--- config.mk ---
export PLATFORM = sky130hd
export DESIGN_NAME = slow_align_wait
export DESIGN_NICKNAME = d
export VERILOG_FILES = /design/src/rtl/saw_pkg.sv /design/src/rtl/saw_phase_track.sv /design/src/rtl/saw_ack_cond.sv /design/src/rtl/saw_wait_mux.sv /design/src/rtl/slow_align_wait.sv
export SDC_FILE = /design/constraint.sdc
export NUM_CORES = 1
export LEC_CHECK = 0
export BUFFER_PORTS_ARGS = -buffer_cell sky130_fd_sc_hd__buf_2
export CAP_MARGIN = 20
export CORE_AREA = 2 2 39 41
export DETAILED_ROUTE_END_ITERATION = 8
export DIE_AREA = 0 0 41 43
export GPL_ROUTABILITY_DRIVEN = 0
export GPL_TIMING_DRIVEN = 0
export SYNTH_ARGS = -nofsm -noshare
export SYNTH_HDL_FRONTEND = slang
export SYNTH_SLANG_ARGS = --single-unit
--- constraint.sdc ---
create_clock -name clk -period 2.2 [get_ports clk]
set_input_delay 0.11 -clock clk [delete_from_list [all_inputs] [get_ports clk]]
set_output_delay 0.11 -clock clk [all_outputs]
set_load 0.05 [all_outputs]
--- src/rtl/saw_pkg.sv ---
package saw_pkg;
  localparam int NUM_LINES  = 6;
  localparam int MAX_RATIO  = 3;
  localparam int SYNC_DEPTH = 2;
  localparam int CNT_W      = $clog2(MAX_RATIO + 1);
  localparam int SEL_W      = $clog2(NUM_LINES + 2);
  // lines whose active level is high; all others are active low
  localparam logic [NUM_LINES-1:0] HIGH_ACTIVE = 6'b100000;

  typedef enum logic [1:0] {
    RSEL_X2A = 2'b00,
    RSEL_X2B = 2'b01,
    RSEL_X2C = 2'b10,
    RSEL_X3  = 2'b11
  } ratio_sel_e;
endpackage

--- src/rtl/saw_phase_track.sv ---
module saw_phase_track
  import saw_pkg::*;
(
  input  logic             clk,
  input  logic             rst_n,
  input  logic             phase_start,
  input  logic [CNT_W-1:0] ratio_m1,
  output logic             last_sub
);
  logic [CNT_W-1:0] cnt_q;
  logic [CNT_W-1:0] idx;

  assign idx      = phase_start ? '0 : cnt_q;
  assign last_sub = (idx >= ratio_m1);

  always_ff @(posedge clk) begin
    if (!rst_n) cnt_q <= '0;
    else if (last_sub) cnt_q <= '0;
    else cnt_q <= idx + 1'b1;
  end


  strobe_restart_chk: assert property (@(posedge clk) disable iff (!rst_n)
    (phase_start && ratio_m1 != '0) |=> (cnt_q == CNT_W'(1)));

  count_bound_chk: assert property (@(posedge clk) disable iff (!rst_n)
    (cnt_q <= CNT_W'(MAX_RATIO - 1)));
endmodule

--- src/rtl/saw_ack_cond.sv ---
module saw_ack_cond
  import saw_pkg::*;
(
  input  logic clk,
  input  logic rst_n,
  input  logic use_direct,
  input  logic slv_ack,
  output logic ack_c
);
  logic [SYNC_DEPTH-1:0] sync_q;

  always_ff @(posedge clk) begin
    if (!rst_n) sync_q <= '0;
    else        sync_q <= {sync_q[SYNC_DEPTH-2:0], slv_ack};
  end

  assign ack_c = use_direct ? slv_ack : sync_q[SYNC_DEPTH-1];

  logic [1:0] since_rst;
  always_ff @(posedge clk) begin
    if (!rst_n) since_rst <= '0;
    else if (since_rst != 2'd3) since_rst <= since_rst + 2'd1;
  end


  sync_delay_chk: assert property (@(posedge clk) disable iff (!rst_n)
    (!use_direct && since_rst >= 2'd2) |-> (ack_c == $past(slv_ack, 2)));

  reset_clear_chk: assert property (@(posedge clk) disable iff (!rst_n)
    (since_rst == 2'd0 && !use_direct) |-> !ack_c);
endmodule

--- src/rtl/saw_wait_mux.sv ---
module saw_wait_mux (
  input  logic clk,
  input  logic rst_n,
  input  logic sync_req,
  input  logic last_sub,
  input  logic ack_c,
  output logic wait_q
);
  logic wait_d;

  always_comb begin
    if (sync_req) wait_d = ~last_sub;
    else          wait_d = ~ack_c;
  end

  always_ff @(posedge clk) begin
    if (!rst_n) wait_q <= 1'b0;
    else        wait_q <= wait_d;
  end


  hold_until_edge_chk: assert property (@(posedge clk) disable iff (!rst_n)
    (sync_req && !last_sub) |=> wait_q);

  release_at_edge_chk: assert property (@(posedge clk) disable iff (!rst_n)
    (sync_req && last_sub) |=> !wait_q);

  pass_follow_chk: assert property (@(posedge clk) disable iff (!rst_n)
    !sync_req |=> (wait_q == !$past(ack_c)));
endmodule

--- src/rtl/slow_align_wait.sv ---
module slow_align_wait
  import saw_pkg::*;
(
  input  logic                 clk,
  input  logic                 rst_n,
  input  logic                 phase_start,
  input  logic [1:0]           ratio_sel,
  input  logic [SEL_W-1:0]     line_sel,
  input  logic [NUM_LINES-1:0] gpl_lines,
  input  logic                 direct_ack,
  input  logic                 slv_ack,
  output logic                 wait_out
);
  logic [CNT_W-1:0]     ratio_m1;
  logic                 is_x3;
  logic                 use_direct;
  logic                 last_sub;
  logic                 ack_c;
  logic                 sync_req;
  logic [NUM_LINES-1:0] line_active;

  assign is_x3      = (ratio_sel == RSEL_X3);
  assign ratio_m1   = is_x3 ? CNT_W'(2) : CNT_W'(1);
  assign use_direct = direct_ack && !is_x3;

  // per-line polarity normalisation
  for (genvar g = 0; g < NUM_LINES; g++) begin : g_pol
    if (HIGH_ACTIVE[g]) begin : g_hi
      assign line_active[g] = gpl_lines[g];
    end else begin : g_lo
      assign line_active[g] = ~gpl_lines[g];
    end
  end

  assign sync_req = (32'(line_sel) < NUM_LINES) ? line_active[line_sel] : 1'b0;

  saw_phase_track u_phase (
    .clk(clk), .rst_n(rst_n), .phase_start(phase_start),
    .ratio_m1(ratio_m1), .last_sub(last_sub)
  );

  saw_ack_cond u_ack (
    .clk(clk), .rst_n(rst_n), .use_direct(use_direct),
    .slv_ack(slv_ack), .ack_c(ack_c)
  );

  saw_wait_mux u_mux (
    .clk(clk), .rst_n(rst_n), .sync_req(sync_req),
    .last_sub(last_sub), .ack_c(ack_c), .wait_q(wait_out)
  );


  unused_select_chk: assert property (@(posedge clk) disable iff (!rst_n)
    (32'(line_sel) >= NUM_LINES) |-> !sync_req);

  direct_refused_chk: assert property (@(posedge clk) disable iff (!rst_n)
    is_x3 |-> !use_direct);

  reset_idle_chk: assert property (@(posedge clk)
    !rst_n |=> !wait_out);
endmodule

; After elaboration in Yosys (flattened, before gate mapping)
; Index checks and enable logic that the tools add are counted.
[word_totals]
out_inout_bits = 1
word_cells = 26
inputBits = 16
regBits = 5
[classes]
reduce_logical = 3
bitwise_logic = 8
n_addsub = 1
magnitude_cmp = 3
n_mux = 7
n_eq_ne = 1
[ops]
columns = operator, count
row1 = inverter 1 bit, 8
row2 = less-than comparator 3 x 4 -> 1 bit (second input constant), 1
row3 = 2-to-1 mux 1 bit, 4
row4 = 2-to-1 mux 2 bit, 2
row5 = binary-select mux 1 bit (select 3 bit), 1
row6 = less-than comparator 3 bit (second input constant), 1
row7 = adder 2 x 1 -> 2 bit (second input constant), 1
row8 = equality test 2 bit (second input constant), 1
row9 = >= comparator 2 bit, 1
row10 = OR reduction 2 bit, 1
row11 = logical AND 1 bit, 1
row12 = zero test 1 bit, 1

; Depth between registers and ports, before layout
[depth]
ltp_word = 6
depth_mapped = 6
depth_no_buf = 6

; By module
; Synthesis repeated with hierarchy kept, for this count alone.
[hier_totals]
hier_cells = 30
area_unflattened_um2 = 300.3
[by_module_without_submodules]
columns = mod, cells_per_inst, area_per_inst_um2, instances, seq_area_each_um2
row1 = saw_phase_track, 14, 130.1, 1, 40.0
row2 = saw_ack_cond, 5, 67.6, 1, 40.0
row3 = slow_align_wait, 8, 66.3, 1, 0.0
row4 = saw_wait_mux, 3, 36.3, 1, 20.0

; Worst setup path before layout
; No wires, ideal clock.
[synth_timing]
path_kind = register to register
startpoint = register u_phase.cnt_q[0]
endpoint = register u_phase.cnt_q[1]
t_required_ns = 2.122
setup_time_ns = 0.078
synth_period_minus_slack_ns = 1.153
t_arrival_ns = 1.075
setup_slack_ns = 1.047
path_stages_with_launch = 6
cell_sequence = dfxtp_1 > nand2b_1 > ha_1 > o21ai_0 > nand3b_1 > nor3_1
[synth_between]
elab_chain_len = 3
word_cells_on_any_way = 4
cone_classes = add/sub (1) / order compare (1) / mux (1) / reduce/logical (1)
[synth_lines]
columns = item, line_no
row1 = from (decl), saw_phase_track.sv:10  ; logic [CNT_W-1:0] cnt_q;
row2 = from (signal assigned), saw_phase_track.sv:19  ; else cnt_q <= idx + 1'b1;
row3 = 2-to-1 mux 2 bit (*), saw_phase_track.sv:13  ; assign idx = phase_start ? '0 : cnt_q;
row4 = >= comparator 2 bit, saw_phase_track.sv:14  ; assign last_sub = (idx >= ratio_m1);
row5 = OR reduction 2 bit (no source line), n/a
; Every way passes the cells marked *; elsewhere a longest branch is shown, timed or not.
; A chain may end at the register's enable or synchronous reset.

; Final worst setup path
; Same ends and word-level chain as after synthesis.

==> results.yml <==
synth:
  synth_area_um2: 272.8
  yosysWarnings: 0
  synth_area_per_cell_um2: 9.092
  synth.yosys.seq_area_share_pct: 36.70
  synth_fp_nets: 48
  synth_cell_types: 17
  syn_inst: 30
  ys_ff_latch: 5
drt:
  detail_route.wl_per_cell_um: 8.470
  drc_errors: 0
  drtAntennaViolNets: 0
  routed_wl_um: 559
  via_per_inst: 4.197
  vias: 277
  firstDrtPassIters: 2
  drt_iter0_markers: 2
setup_path:
  worst-setup-path-type: "reg2reg"
  worstPathRequired_ns: 2.36
  worstRegToRegCells: 5
  worst-path-buf-inv: 0
  cp-end-kind: "flop"
  cpPeakStageDelay_ns: 0.34
  r2r_slack_ns: 0.92
  crit_path_top_delay_cell: "dfxtp_1"
  worstReg2RegEnd: "u_phase.cnt_q[1]"
  path_delay_family: "simple AND/OR/NAND/NOR gates"
  rr_startpoint: "u_phase.cnt_q[0]"
  crit_arrival_ns: 1.44
  critPathLaunchType: "flop"
  crit_fanout: 3
  cp_cell_sequence: "nand2b_1, ha_1, o21ai_0, nand3b_1, nor3_1"
power_and_ir_drop:
  p_comb_share_pct: 19.9
  p_seq_share_pct: 39.0
  p_int_uw: 191.0
  p_switching_uw: 67.63
  p_clk_share_pct: 41.0
  sw_frac_of_total_pct: 26.15
  p_leak_uw: 0.0001885
  powerDensity_nw_per_um2: 648.0
  vdd_drop_max_mv: 0.2826
  p_total_uw: 258.6
cts:
  cts_buffers: 3
  clock_path_buffers: 2
  cts-root-buf: "clkbuf_4"
  cts_setup_buffers: 0
  clk_latency_ns: 0.24
  ctsResizeCount: 0
  cts_tree: "yes"
  clock-sinks: 5
  htreeDepth: 1
  cts_hold_buf: 0
  path_clk_slew_ns: 0.04
sta:
  slew_viol_final: 0
  setup_tns_ns: 0
  finalClockSkew_ns: 0.004833
  post-route-period-util_pct: 58.15
  post-route-min-period_ns: 1.279
  setup-violations-final: 0
  fmax_mhz: 781.7
  grt_setup_unrepaired: "false"
  max_slew_margin_pct: 76.06
  hold_violations: 0
  worst_pin_slew_ns: 0.3500
placed_design:
  dp_hpwl_um: 441.6
  io_buffers: 16
  dp.cells: 62
hold_path:
  hp-start: "phase_start"
  holdPathEnd: "u_phase.cnt_q[1]"
  hold_depth: 2
  holdCritPathClass: "in2reg"
floorplanning:
  start_util_pct: 19.71
  die_h_um: 43
  num_io_pins: 17
  dieArea_um2: 1763
  rows: 14
  fp.dieW_um: 41
  core-area_um2: 1384
layout:
  area_delta_synth_final_pct: 46.33
  stdcell_count: 66
  antenna_cells: 0
  num-fill-cells: 148
  layout.cells.most_common_list: "16 x buf_2, 5 x dfxtp_1, 4 x nor2b_1"
  nNetsFinal: 69
  final_common_cell: "buf_2"
  drive_above_1_share_pct: 38.00
run_status:
  status: "completed"
global_routing:
  track_usage_pct: 7.337
  grt_pass1_vias: 227
  grt_pass1_wl_um: 821
  grt_max_degree: 6
  grt_antenna_before_repair: 0
  gr-total-overflow: 0
run:
  maxCapViolCount: 0
-- cells by family (layout without fill, tap and decap cells) --
family,Yosys count,after routing,share of synthesized area [%]
flops,5,5,36.70
xor+xnor,1,1,3.212
compound gates,6,6,16.52
fa+ha+maj,2,2,9.173
mux,1,1,3.670
simple gates,13,13,27.98
buf+inv,2,22,2.753
-- registers in the layout, summed over array words and instances, names as in the netlist --
name and flops:
u_ack.sync_q 2, u_phase.cnt_q 2, u_mux.wait_q 1
-- how the worst max path moves through the flow --
stage | depth (start not counted) | slack (ns) | startpoint | endpoint
final | 5 | 0.92 | u_phase.cnt_q[0] | u_phase.cnt_q[1]
after global routing | 5 | 0.71 | u_phase.cnt_q[0] | u_phase.cnt_q[1]
after detailed placement | 5 | 0.93 | u_phase.cnt_q[0] | u_phase.cnt_q[1]
after floorplan | 5 | 1.05 | u_phase.cnt_q[0] | u_phase.cnt_q[1]
after CTS | 5 | 0.91 | u_phase.cnt_q[0] | u_phase.cnt_q[1]
after global placement | 5 | 0.96 | u_phase.cnt_q[0] | u_phase.cnt_q[1]
-- area by class of cell --
type / instances / area [um^2] / share of cell area, %
tap: 16 / 20.02 / 5.016
timing repair buffer: 16 / 80.08 / 20.06
sequential: 5 / 100.1 / 25.08
multi-input combinational: 23 / 165.2 / 41.38
clock buffer: 4 / 26.28 / 6.583
inverter: 2 / 7.507 / 1.881
-- routing by layer --
layer	wire length, um	share of wire [%]	track usage [%]
met3	95	17	4.712
met4	0	0	6.000
met5	0	0	0
met1	249	45	8.065
met2	213	38	9.375
-- power by group through the flow --
| stage | clock [uW] | sequential (uW) | combinational (uW) |
|---|---|---|---|
| detailed placement | 0 | 103 | 51.5 |
| floorplan | 0 | 111 | 21.5 |
| finish | 106 | 101 | 51.6 |
| CTS | 109 | 101 | 52.1 |
| global route | 120 | 101 | 58.3 |
| global placement | 0 | 102 | 51.2 |
-- Yosys cell counts, drive strengths merged --
cell | number | area (um^2)
nand3 | 1 | 5.000
nand2b | 1 | 6.260
inv | 2 | 7.510
nor2b | 4 | 25.02
a311oi | 1 | 8.760
nor3 | 1 | 5.000
mux2i | 1 | 10.01
nand3b | 2 | 15.01
nand2 | 2 | 7.510
o21ai | 2 | 10.01
ha | 2 | 25.02
a2111oi | 2 | 18.77
xnor2 | 1 | 8.760
a21boi | 1 | 7.510
dfxtp | 5 | 100.1
and2 | 2 | 12.51
-- metrics by stage --
stage | util (%) | hold slack [ns] | area (um^2) | setup WS (ns)
2_1_floorplan | - | 0.1874 | 272.8 | 1.047
3_3_place_gp | 26.94 | 0.3030 | 372.9 | 0.9645
3_5_place_dp | 26.94 | 0.3103 | 372.9 | 0.9264
4_1_cts | 28.84 | 0.06150 | 399.1 | 0.9061
5_1_grt | 28.84 | 0.06544 | 399.1 | 0.7111
6_report | 28.84 | 0.06470 | 399.1 | 0.9207
Note: power is estimated with default switching activity, not from simulation.
